### src/rtl/mt_sync_pkg.sv
package mt_sync_pkg;
  // widest overlap field supported by the sync-length code
  localparam int unsigned SYNC_MAX = 4;
  // angle bits used for revolution-crossing detection
  localparam int unsigned WRAP_BITS = 2;
endpackage

### src/rtl/mt_wrap_detect.sv
module mt_wrap_detect
  import mt_sync_pkg::*;
#(
  parameter int unsigned ST_W = 16
) (
  input  logic            clk,
  input  logic            rst,
  input  logic [ST_W-1:0] angle,
  output logic [ST_W-1:0] angle_q,
  output logic            wrap_up,
  output logic            wrap_dn
);
  localparam logic [WRAP_BITS-1:0] TOP_HI = '1;
  localparam logic [WRAP_BITS-1:0] TOP_LO = '0;

  logic [WRAP_BITS-1:0] prev_top, cur_top;

  always_ff @(posedge clk) begin
    if (rst) angle_q <= '0;
    else     angle_q <= angle;
  end

  assign prev_top = angle_q[ST_W-1 -: WRAP_BITS];
  assign cur_top  = angle[ST_W-1 -: WRAP_BITS];
  assign wrap_up  = (prev_top == TOP_HI) && (cur_top == TOP_LO);
  assign wrap_dn  = (prev_top == TOP_LO) && (cur_top == TOP_HI);
endmodule

### src/rtl/mt_sync_align.sv
module mt_sync_align
  import mt_sync_pkg::*;
#(
  parameter int unsigned CNT_W = 24,
  parameter int unsigned ST_W  = 16,
  parameter int unsigned EXT_W = CNT_W + SYNC_MAX
) (
  input  logic [EXT_W-1:0] ext_word,
  input  logic [ST_W-1:0]  angle,
  input  logic [1:0]       sync_code,
  output logic [CNT_W-1:0] aligned,
  output logic             phase_bad
);
  logic [2:0]          len;
  logic [4:0]          span;
  logic [SYNC_MAX-1:0] mask, half, st_top, a_sec, e_sec, diff;
  logic [EXT_W-1:0]    adj, shifted;

  assign st_top = angle[ST_W-1 -: SYNC_MAX];

  always_comb begin
    len       = {1'b0, sync_code} + 3'd1;
    span      = 5'd1 << len;
    mask      = 4'(span - 5'd1);
    half      = 4'(span >> 1);
    a_sec     = st_top >> (3'd4 - len);
    e_sec     = ext_word[SYNC_MAX-1:0] & mask;
    diff      = (e_sec - a_sec) & mask;
    phase_bad = (diff == half);
    // offset above half a revolution is a negative offset
    if (diff > half) adj = ext_word + EXT_W'(span) - EXT_W'(diff);
    else             adj = ext_word - EXT_W'(diff);
    shifted   = adj >> len;
    aligned   = shifted[CNT_W-1:0];
  end
endmodule

### src/rtl/mt_rev_counter.sv
module mt_rev_counter #(
  parameter int unsigned CNT_W = 24
) (
  input  logic             clk,
  input  logic             rst,
  input  logic             load,
  input  logic [CNT_W-1:0] load_val,
  input  logic             run,
  input  logic             up,
  input  logic             dn,
  output logic [CNT_W-1:0] count
);
  always_ff @(posedge clk) begin
    if (rst)            count <= '0;
    else if (load)      count <= load_val;
    else if (run && up) count <= count + 1'b1;
    else if (run && dn) count <= count - 1'b1;
  end
endmodule

### src/rtl/mt_period_sync.sv
module mt_period_sync
  import mt_sync_pkg::*;
#(
  parameter int unsigned CNT_W      = 24,
  parameter int unsigned ST_W       = 16,
  parameter int unsigned MODE_W     = 4,
  parameter int unsigned PER_W      = 4,
  parameter int unsigned PER_LIMIT  = 7,
  parameter int unsigned SAFE_MODE  = 13,
  parameter int unsigned EXT_W      = CNT_W + SYNC_MAX
) (
  input  logic                  clk,
  input  logic                  rst,
  input  logic [ST_W-1:0]       st_angle,
  input  logic                  ext_valid,
  input  logic [EXT_W-1:0]      ext_word,
  input  logic                  ext_err,
  input  logic [MODE_W-1:0]     cfg_mode,
  input  logic [1:0]            cfg_sync_len,
  input  logic [PER_W-1:0]      cfg_periods,
  output logic [CNT_W-1:0]      mt_count,
  output logic [CNT_W+ST_W-1:0] pos_out,
  output logic                  locked,
  output logic                  sync_err,
  output logic                  cfg_bad
);
  localparam logic [MODE_W-1:0] MODE_SAFE = MODE_W'(SAFE_MODE);
  localparam logic [PER_W-1:0]  PER_MAX   = PER_W'(PER_LIMIT);

  logic [ST_W-1:0]  angle_q;
  logic             wrap_up, wrap_dn;
  logic [CNT_W-1:0] aligned;
  logic             phase_bad;
  logic             internal_only, ext_take, do_load;

  mt_wrap_detect #(.ST_W(ST_W)) wrap_i (
    .clk(clk), .rst(rst), .angle(st_angle),
    .angle_q(angle_q), .wrap_up(wrap_up), .wrap_dn(wrap_dn)
  );

  mt_sync_align #(.CNT_W(CNT_W), .ST_W(ST_W), .EXT_W(EXT_W)) align_i (
    .ext_word(ext_word), .angle(st_angle), .sync_code(cfg_sync_len),
    .aligned(aligned), .phase_bad(phase_bad)
  );

  assign internal_only = (cfg_mode == '0);
  assign ext_take      = !locked && !internal_only && ext_valid && !ext_err;
  assign do_load       = ext_take && !phase_bad;

  mt_rev_counter #(.CNT_W(CNT_W)) cnt_i (
    .clk(clk), .rst(rst), .load(do_load), .load_val(aligned),
    .run(locked), .up(wrap_up), .dn(wrap_dn), .count(mt_count)
  );

  always_ff @(posedge clk) begin
    if (rst) begin
      locked   <= 1'b0;
      sync_err <= 1'b0;
      cfg_bad  <= 1'b0;
    end else begin
      if (!locked && (internal_only || do_load)) locked <= 1'b1;
      if (ext_take) sync_err <= phase_bad;
      cfg_bad <= (cfg_periods >= PER_MAX) && !internal_only && (cfg_mode != MODE_SAFE);
    end
  end

  assign pos_out = {mt_count, angle_q};
endmodule

### config.mk
export PLATFORM = sky130hd
export DESIGN_NAME = mt_period_sync
export DESIGN_NICKNAME = d
export VERILOG_FILES = /design/src/rtl/mt_sync_pkg.sv /design/src/rtl/mt_wrap_detect.sv /design/src/rtl/mt_sync_align.sv /design/src/rtl/mt_rev_counter.sv /design/src/rtl/mt_period_sync.sv
export SDC_FILE = /design/constraint.sdc
export NUM_CORES = 1
export LEC_CHECK = 0
export ABC_AREA = 1
export BUFFER_PORTS_ARGS = -buffer_cell sky130_fd_sc_hd__buf_2
export CORE_UTILIZATION = 55
export CTS_CLUSTER_SIZE = 16
export DETAILED_ROUTE_END_ITERATION = 12
export GPL_TIMING_DRIVEN = 0
export MAX_ROUTING_LAYER = met4
export PLACE_DENSITY = 0.85
export SYNTH_ARGS = -nofsm -noshare
export SYNTH_HDL_FRONTEND = slang
export SYNTH_HIERARCHICAL = 1
export SYNTH_SLANG_ARGS = --single-unit
export TNS_END_PERCENT = 100
### constraint.sdc
create_clock -name clk -period 5.7 [get_ports clk]
set_clock_uncertainty 0.15 [all_clocks]
set_input_delay 1.14 -clock clk [delete_from_list [all_inputs] [get_ports clk]]
set_output_delay 1.14 -clock clk [all_outputs]
set_load 0.03 [all_outputs]
==> flow_metrics.env <==
export IMPL_wl_per_cell_um=14.7
export IMPL_timing_final_setup_violations=0
export IMPL_async_flop_share=0
export IMPL_ff2ff_path_depth=13
export IMPL_syn_area_per_cell_um2=5.51
export IMPL_slew_headroom=0.295
export IMPL_grt_max_degree=29
export IMPL_worstMarginPinSlew_ps=1050
export IMPL_drtIter0Drc=700
export IMPL_crit_required_ps=5710
export IMPL_die_y_um=128
export IMPL_cts_htree_levels=2
export IMPL_peakVddDrop_mv=0.145
export IMPL_vias=10200
export IMPL_utilization=0.654
export IMPL_first_global_vias=9239
export IMPL_dp_hpwl_um=24200
export IMPL_core_rowCount=45
export IMPL_syn_area_um2=8740
export IMPL_hold_viol=0
export IMPL_leakage_nw=5.96
export IMPL_hold_class="flip-flop to flip-flop"
export IMPL_core_um2=15400
export IMPL_end_kind="flip-flop"
export IMPL_cp_max_fo=7
export IMPL_antenna_found_initial=0
export IMPL_die_area_um2=16400
export IMPL_crit_path_start_kind="primary input"
export IMPL_routabilityCongestion=1.14
export IMPL_clock_root_buffer="clkbuf_16"
export IMPL_syn_inst=1585
export IMPL_netlist_area_leader_share=0.211
export IMPL_design_area_um2=10000
export IMPL_max_clock_freq_mhz=180
export IMPL_yosysWarnings=6
export IMPL_antenna_cells=0
export IMPL_cts_tree="built"
export IMPL_start_util=0.568
export IMPL_grt_use_total=0.355
export IMPL_cpPeakStageDelay_ps=500
export IMPL_seq_area_frac_synth=0.0985
export IMPL_drt_vias_per_instance=5.27
export IMPL_hold_ws_ps=367
export IMPL_path_class="primary input to flip-flop"
export IMPL_ios=125
export IMPL_layout_drive_gt1_share=0.177
export IMPL_grt_overflow=0
export IMPL_synthTopCellsByCount="491 x nand2_1, 302 x inv_1, 174 x nand3_1, 118 x nor2_1, 98 x ha_1"
export IMPL_post_dp_cell_area_um2=9620
export IMPL_first_pass_iters=5
export IMPL_dieWidth_um=128
export IMPL_yosysUniqueCellTypes=51
export IMPL_grt_pass1_wl_um=44500
export IMPL_cts_sinks=43
export IMPL_synth_most_common_cell="nand2_1"
export IMPL_period_needed_ps=5560
export IMPL_synth_seq_cells=43
export IMPL_worstSkewPairLatency_ps=280
export IMPL_arrival_ps=5570
export IMPL_ys_top_cells_by_area="nand2_1 21%, ha_1 14%, inv_1 13%"
export IMPL_drv_cap=0
export IMPL_status="completed"
export IMPL_crit_path_top_delay_cell="fa_1"
export IMPL_drt_wl_total_um=28400
export IMPL_power_density_nw_per_um2=257
export IMPL_cts_reportedPaths_clkPinSlew_ps=60
export IMPL_fillers=1503
export IMPL_syn_nets=1748
export IMPL_finalPower_mw=2.58
export IMPL_portBuffers=124
export IMPL_synth_enable_flop_cells=0
export IMPL_hold_path_depth=2
export IMPL_synthFlopType="dfxtp_1"
export IMPL_final_max_slew_viol_count=0
export IMPL_area_delta_synth_final_pct=15.0
export IMPL_cts_path_max_buffers=2
export IMPL_synth_area_leader_cell="nand2_1"
export IMPL_finalNetCount=1884
export IMPL_final_period_utilization=0.976
export IMPL_drc=0
export IMPL_setup_tns_final_ps=0
export IMPL_cts_made_buffers=5
export IMPL_ant_nets=0
## per-layer routing
metal	routed length [um]	GRT usage
met1	11900	0.413
met2	14100	0.629
met3	1400	0.0205
met4	1070	0.156
met5	0	-
## layout by cell type, fill, tap and decap left out, types with 3 or more instances in the layout
cell	synthesis	final
nand3_1	174	160
inv_2	5	10
o21ai_0	53	43
nand2_1	491	482
nand2_2	19	28
or2_0	4	4
dfxtp_1	43	43
a31oi_1	13	13
o21bai_1	6	6
xor2_1	20	20
buf_4	25	32
o21ai_1	9	13
o21ai_2	2	8
nand2_4	3	3
buf_6	2	3
fa_2	0	3
xnor2_1	4	4
fa_1	7	4
or2_1	3	3
and2_1	3	3
nor3_1	8	8
nor2_4	3	4
nor2_1	118	115
a21oi_1	71	65
nand3b_1	4	4
clkbuf_1	8	7
nand3_2	5	19
inv_1	302	297
buf_8	1	3
clkbuf_16	0	5
nor2_2	20	22
nand4_1	21	21
buf_2	17	137
ha_1	98	95
a21oi_2	2	7
ha_4	0	3
## layout make-up
type / instances / area, um^2 / area share
Tap cell: 211 / 264 / 0.0263
Sequential cell: 43 / 861 / 0.0857
Inverter: 309 / 1160 / 0.116
Multi-Input combinational cell: 1178 / 6570 / 0.654
Timing Repair Buffer: 130 / 678 / 0.0675
Clock inverter: 3 / 20.0 / 0.00199
Clock buffer: 5 / 125 / 0.0125
Buffer: 54 / 365 / 0.0364
## power breakdown
part	switching (mW)	internal, mW	leakage (nW)
logic	1.27	0.655	5.54
clock network	0.116	0.161	0.0658
registers	0.0379	0.334	0.355
## kinds of logic after synthesis
group	share of synthesized area
AO/OA/AOI/OAI	0.102
AND/OR/NAND/NOR	0.443
flip-flops	0.0985
adder cells (fa/ha/maj)	0.156
multiplexers	0.00229
buffers and inverters	0.173
XOR/XNOR	0.0241
## critical path: cells and delay by family
family	cells	cell delay, ps
and+or+nand+nor	16	1690
adders and majority gates	4	1320
buffers and inverters	7	670
AOI/OAI and AO/OA	4	550
xor gates and xnor gates	1	180
## path summary, 6_finish.rpt
check,from,end,slack (ps)
max,cfg_sync_len[0],cnt_i/count[18],140
min,cnt_i/count[21],cnt_i/count[21],370
max reg2reg,wrap_i/angle_q[14],cnt_i/count[14],2530
min reg2reg,cnt_i/count[21],cnt_i/count[21],370
## registers in the layout (all words and copies together) (netlist names)
name and cells:
cfg_bad 1, cnt_i/count 24, locked 1, sync_err 1, wrap_i/angle_q 16
## per-stage QoR
stage	std cells	setup slack, ps
finish	1933	140
global route	1933	-69.3
CTS	1928	2.47
detailed placement	1920	-1100
global placement	1920	-1000
floorplan	1585	38.4
## repair_timing
action                                  CTS  global route
endpoints found under the setup margin   24            24
hold buffers                              0             0
resized for setup                        26            49
pin swaps                                 0            16
buffers inserted                          1             5
gates cloned                              0             0
Note: power is estimated with default switching activity, not from simulation.
